File: config.mk
export PLATFORM = sky130hd
export DESIGN_NAME = cla_bisect_adder
export DESIGN_NICKNAME = d
export VERILOG_FILES = /design/src/rtl/cla_pkg.sv /design/src/rtl/cla_pg_cell.sv /design/src/rtl/cla_node.sv /design/src/rtl/cla_sum_row.sv /design/src/rtl/cla_bisect_adder.sv
export SDC_FILE = /design/constraint.sdc
export NUM_CORES = 1
export LEC_CHECK = 0
export CAP_MARGIN = 0
export CORE_MARGIN = 3
export CORE_UTILIZATION = 39
export DETAILED_ROUTE_END_ITERATION = 10
export GPL_ROUTABILITY_DRIVEN = 0
export MAX_ROUTING_LAYER = met4
export PLACE_DENSITY = 0.95
export SLEW_MARGIN = 20
export SYNTH_ARGS = -nofsm -noshare
export SYNTH_HDL_FRONTEND = slang
export SYNTH_SLANG_ARGS = --single-unit
export TNS_END_PERCENT = 50
File: constraint.sdc
create_clock -name vclk -period 8.7
set_input_delay 1.74 -clock vclk [all_inputs]
set_output_delay 1.74 -clock vclk [all_outputs]
set_load 0.02 [all_outputs]
File: src/rtl/cla_pkg.sv
`timescale 1ns/1ps
package cla_pkg;

    // Width of the lower piece when a range of n bits is cut in two.
    function automatic int lower_span(input int n);
        return (n + 1) / 2;
    endfunction

    // Upper piece takes whatever the lower piece leaves.
    function automatic int upper_span(input int n);
        return n - ((n + 1) / 2);
    endfunction

endpackage

File: src/rtl/cla_pg_cell.sv
`timescale 1ns/1ps
module cla_pg_cell #(
    parameter int W = 8
) (
    input  logic [W-1:0] op_a,
    input  logic [W-1:0] op_b,
    output logic [W-1:0] gen,
    output logic [W-1:0] prop
);
    for (genvar i = 0; i < W; i++) begin : g_bit
        assign gen[i]  = op_a[i] & op_b[i];
        assign prop[i] = op_a[i] ^ op_b[i];
    end
endmodule

File: src/rtl/cla_node.sv
`timescale 1ns/1ps
module cla_node #(
    parameter int W = 8
) (
    input  logic [W-1:0] gen,
    input  logic [W-1:0] prop,
    input  logic         cin,
    output logic [W-1:0] carry,
    output logic         grp_g,
    output logic         grp_p
);
    if (W == 1) begin : g_leaf
        // Single bit: its carry is the range carry-in itself.
        assign carry[0] = cin;
        assign grp_g    = gen[0];
        assign grp_p    = prop[0];
    end else begin : g_split
        localparam int LO = cla_pkg::lower_span(W);
        localparam int HI = cla_pkg::upper_span(W);

        logic lo_g, lo_p, hi_g, hi_p, hi_cin;
        logic top_cout;

        cla_node #(.W(LO)) u_lo (
            .gen   (gen[LO-1:0]),
            .prop  (prop[LO-1:0]),
            .cin   (cin),
            .carry (carry[LO-1:0]),
            .grp_g (lo_g),
            .grp_p (lo_p)
        );

        // Upper piece carry-in evaluated from the lower group terms.
        assign hi_cin = lo_g | (lo_p & cin);

        cla_node #(.W(HI)) u_hi (
            .gen   (gen[W-1:LO]),
            .prop  (prop[W-1:LO]),
            .cin   (hi_cin),
            .carry (carry[W-1:LO]),
            .grp_g (hi_g),
            .grp_p (hi_p)
        );

        assign grp_g = hi_g | (lo_g & hi_p);
        assign grp_p = lo_p & hi_p;

        // Carry leaving the top bit, rippled from the delivered carry.
        assign top_cout = gen[W-1] | (prop[W-1] & carry[W-1]);

        always_comb begin
            // merged propagate agrees with a flat AND of bit propagates
            assert_group_prop_R5: assert (grp_p == (&prop))
                else $error("group propagate mismatch");
            // a range never both generates and propagates
            assert_group_exclusive_R6: assert (!(grp_g && grp_p))
                else $error("generate and propagate both set");
            // group carry-out agrees with top-bit carry
            assert_group_cout_R7: assert ((grp_g | (grp_p & cin)) == top_cout)
                else $error("group carry-out mismatch");
        end
    end
endmodule

File: src/rtl/cla_sum_row.sv
`timescale 1ns/1ps
module cla_sum_row #(
    parameter int W = 8
) (
    input  logic [W-1:0] prop,
    input  logic [W-1:0] carry,
    output logic [W-1:0] sum
);
    for (genvar i = 0; i < W; i++) begin : g_bit
        assign sum[i] = prop[i] ^ carry[i];
    end
endmodule

File: src/rtl/cla_bisect_adder.sv
`timescale 1ns/1ps
module cla_bisect_adder #(
    parameter int WIDTH = 32
) (
    input  logic [WIDTH-1:0] a,
    input  logic [WIDTH-1:0] b,
    output logic [WIDTH-1:0] sum
);
    localparam int XW = WIDTH + 1;

    logic [WIDTH-1:0] gen, prop, carry;
    logic             root_g, root_p;
    logic [XW-1:0]    wide_ref;

    cla_pg_cell #(.W(WIDTH)) u_pg (
        .op_a (a),
        .op_b (b),
        .gen  (gen),
        .prop (prop)
    );

    cla_node #(.W(WIDTH)) u_tree (
        .gen   (gen),
        .prop  (prop),
        .cin   (1'b0),
        .carry (carry),
        .grp_g (root_g),
        .grp_p (root_p)
    );

    cla_sum_row #(.W(WIDTH)) u_sum (
        .prop  (prop),
        .carry (carry),
        .sum   (sum)
    );

    assign wide_ref = XW'(a) + XW'(b);

    always_comb begin
        // result equals truncated behavioural sum
        assert_sum_matches_R1: assert (sum == wide_ref[WIDTH-1:0])
            else $error("sum mismatch");
        // delivered carries equal carries of the behavioural sum
        assert_carry_vector_R4: assert (carry == (wide_ref[WIDTH-1:0] ^ a ^ b))
            else $error("carry vector mismatch");
        // dropped top carry is the one the root group would produce
        assert_top_carry_R3: assert ((root_g | (root_p & 1'b0)) == wide_ref[WIDTH])
            else $error("root carry mismatch");
    end
endmodule

# ---- After elaboration in Yosys (flattened, before gate mapping)
# Index checks and enable logic that the tools add are counted.
dict set report word_totals {
  ff_bits 0
  input_bits 64
}
dict set report classes {
  bitwise_logic 220
}
# operator count
set op_table {}
lappend op_table {{1-bit bitwise AND} 105}
lappend op_table {{1-bit bitwise XOR} 63}
lappend op_table {{1-bit bitwise OR} 52}

# ---- Depth between registers and ports, before layout
dict set report depth {
  word_depth 18
  depth_mapped 12
}

# ---- Cells and area by module
# From an unflattened synthesis, not the netlist that was laid out.
dict set report unflattened {
  cells_unflattened 254
  area_unflattened_um2 2064.5
}
# mod seq_area_each_um2 n_inst cells_per_inst area_each_um2
set by_module_without_submodules {}
lappend by_module_without_submodules {{cla_node (u_tree.g_split.u_hi.g_split.u_hi.g_split.u_hi.g_split.u_hi.g_split.u_hi ...)} 0.0 32 3 22.5}
lappend by_module_without_submodules {{cla_node (u_tree ...)} 0.0 31 3 21.3}
lappend by_module_without_submodules {cla_pg_cell 0.0 1 32 400.4}
lappend by_module_without_submodules {cla_sum_row 0.0 1 32 280.3}
lappend by_module_without_submodules {cla_bisect_adder 0.0 1 1 3.8}

# ---- Worst setup path before layout
# OpenSTA, ideal clock, no wires.
dict set report synth_timing {
  path_type {input to output}
  start {in a[0]}
  end {out sum[31]}
  path_slack_ps 2958
  stages 12
  path_buffers 0
  arrival_ps 4002
  cell_sequence {ha_1 -> inv_1 -> fa_1 -> nand2b_1 -> a21oi_2 -> o211ai_2 -> a31oi_4 -> o31ai_4 -> o31ai_2 -> fa_1 -> xnor2_1 -> xnor2_1}
}
dict set report synth_via {
  elab_chain_cells 18
}
# item line_no
set synth_rtl {}
lappend synth_rtl {{start, declared} cla_bisect_adder.sv:5} ;# input logic [WIDTH-1:0] a,
lappend synth_rtl {{1-bit bitwise AND} cla_pg_cell.sv:11} ;# assign gen[i] = op_a[i] & op_b[i];
lappend synth_rtl {{1-bit bitwise AND} cla_node.sv:45} ;# assign grp_g = hi_g | (lo_g & hi_p);
lappend synth_rtl {{1-bit bitwise OR} cla_node.sv:45}
lappend synth_rtl {{1-bit bitwise AND} cla_node.sv:45}
lappend synth_rtl {{1-bit bitwise OR} cla_node.sv:45}
lappend synth_rtl {{1-bit bitwise AND} cla_node.sv:45}
lappend synth_rtl {{1-bit bitwise OR} cla_node.sv:45}
lappend synth_rtl {{1-bit bitwise AND} cla_node.sv:45}
lappend synth_rtl {{[2 not listed]} n/a}
lappend synth_rtl {{1-bit bitwise OR} cla_node.sv:34} ;# assign hi_cin = lo_g | (lo_p & cin);
lappend synth_rtl {{1-bit bitwise AND} cla_node.sv:34}
lappend synth_rtl {{1-bit bitwise OR} cla_node.sv:34}
lappend synth_rtl {{1-bit bitwise AND} cla_node.sv:34}
lappend synth_rtl {{1-bit bitwise OR} cla_node.sv:34}
lappend synth_rtl {{1-bit bitwise AND} cla_node.sv:34}
lappend synth_rtl {{1-bit bitwise OR} cla_node.sv:34}
lappend synth_rtl {{1-bit bitwise XOR} cla_sum_row.sv:10} ;# assign sum[i] = prop[i] ^ carry[i];
lappend synth_rtl {{end, declared} cla_bisect_adder.sv:7} ;# output logic [WIDTH-1:0] sum
# Every way passes these cells.

# ---- Worst setup path after layout
# Same ends and word-level chain as after synthesis.

==> impl_metrics.tcl <==
set metrics [dict create \
    drt_iter0_markers 64 \
    n_fill_cell 211 \
    crit_chain "clkdlybuf4s50_1 > ha_1 > inv_1 > fa_1 > nand2b_1 > a21oi_2 > o211ai_2 > a31oi_4 > o31ai_4 > o31ai_2 > fa_1 > xnor2_1 > xnor2_1 > clkdlybuf4s50_1" \
    postCtsResizedCells 0 \
    grt.total_usage_pct 20.9 \
    drt-met1-wl_um 1510 \
    highest_layer "met4" \
    synth_top_area_share_pct 27.7 \
    met2_wirelength_um 2130 \
    area_delta_synth_final_pct 77.0 \
    timing.final.crit_share_pct 78.0 \
    p_total_uw 222 \
    via_per_inst 5.01 \
    drc 0 \
    maxSlewViolCount 0 \
    p_leak_nw 1.02 \
    ys_seq_area_share_pct 0 \
    grt_pass1_wl_um 6880 \
    required_ns 6.96 \
    final_core_util_pct 74.1 \
    num_io_pins 96 \
    synth_cells 144 \
    ys_top_cells_by_area "ha_1 (28%), fa_1 (24%), xor2_1 (6.7%)" \
    yosysWarnings 0 \
    fp.dieArea_um2 4090 \
    clockBufferCount 0 \
    rsz0062_at_grt "false" \
    tightest_slew_ns 0.335 \
    layout-drive-gt1-share_pct 3.77 \
    cp-start-kind "input pin" \
    yosysUniqueCellTypes 33 \
    via_count 1417 \
    syn-cell-area_um2 1310 \
    path_max_fanout 4 \
    grt_pass1_vias 1549 \
    max_cap_viol_count 0 \
    stdcell_count 283 \
    yosysMostFrequentCell "ha_1" \
    post_cts_buffers 0 \
    coreArea_um2 3130 \
    die_y_um 64.0 \
    ctsHoldBuffers 0 \
    hold_viol 0 \
    arrival_ns 5.05 \
    fin_crit_ns 6.79 \
    dpl.cell_count 283 \
    wl_met3_um 311 \
    regArea_um2 0 \
    fmax_mhz 147 \
    wl_um 4030 \
    post-place-ws_ns 1.89 \
    irDropWorstVdd_v 0.0000465 \
    wl_per_cell_um 14.2 \
    synth_top_area_cell "ha_1" \
    nets 350 \
    worst_hold_path_type "input pin to primary output" \
    setup_viol 0 \
    fin_tns_setup_ns 0 \
    p_per_area_nw_per_um2 95.5 \
    relSlewSlack_pct 77.5 \
    worstSetupEndpointType "primary output" \
    crit_slowest_cell "clkdlybuf4s50_1" \
    grt_start_max_net_pins 6 \
    antenna_cells 0 \
    grt_overflow 0 \
    path_class "input pin to primary output" \
    syn-mean-instance-area_um2 9.10 \
    synthTopCellsByCount "ha_1 (29), inv_1 (19), fa_1 (16)" \
    drtAntennaViolNets 0 \
    seq_cells 0 \
    die_x_um 64.0 \
    outcome "finished clean" \
    first_pass_iters 6 \
    io_buffers 96 \
    synth_fp_nets 253 \
    antenna_found_initial 0 \
    std_cell_rows 20 \
    slowest_delay_ns 0.62 \
    start_util_pct 41.9 \
    setup_slack_ns 1.91 \
    dpl.hpwl_um 3750 \
]
[logic make-up after synthesis]
group,count (synthesis),share of synthesized area (%)
adder cells (fa/ha/maj),45,52.1
AO/OA/AOI/OAI,34,19.7
AND/OR/NAND/NOR,29,11.5
buffers and inverters,20,6.02
XOR/XNOR,16,10.7
[worst max-delay path, delay by kind of cell]
family                   cells  cell delay [ns]
buffers and inverters        3             1.13
adder cells (fa/ha/maj)      3             0.76
AND/OR/NAND/NOR              1             0.19
AO/OA/AOI/OAI                5             0.96
XOR/XNOR                     2             0.27
[power by group]
part / switching, mW / total (mW) / internal [mW]
Combinational: 0.108 / 0.222 / 0.114
Sequential: 0 / 0 / 0
Clock: 0 / 0 / 0
[layout make-up]
type | count | area (um2) | area share, %
Multi-Input combinational cell | 124 | 1230 | 53.1
Inverter | 19 | 71.3 | 3.08
Timing Repair Buffer | 96 | 961 | 41.4
Tap cell | 44 | 55.1 | 2.37
[path summary, 6_finish.rpt]
check | startpoint | endpoint | slack, ns | cells past startpoint
setup / recovery | a[0] | sum[31] | 1.91 | 14
hold / removal | b[31] | sum[31] | 4.56 | 3
[routing by layer]
metal	track usage [%]	vias up
met2	40.0	66
met4	3.23	0
met5	-	-
met1	23.6	652
met3	2.11	6
li1	-	693
[through the flow]
step	hold slack [ns]	area, um2
finish	4.56	2320
CTS	4.56	2320
detailed placement	4.56	2320
floorplan	3.62	1310
global placement	4.54	2320
global route	4.58	2320
[layout by cell type (no fill, tap or decap), types with 2 or more instances in the layout]
cell type        netlist  layout
a21oi_1               11      11
ha_1                  29      29
fa_1                  16      16
nand2b_1               2       2
a21oi_2                2       2
inv_1                 19      19
clkdlybuf4s50_1        0      96
o21ai_1                4       4
o21ai_0                2       2
o211ai_1               2       2
nand2_1               11      11
a21o_1                 2       2
o21bai_1               2       2
xnor2_1                6       6
nand4_1                2       2
xor2_1                10      10
nor2_1                 5       5
nand3_1                3       3
No activity file was read; power rests on OpenSTA's default activity.
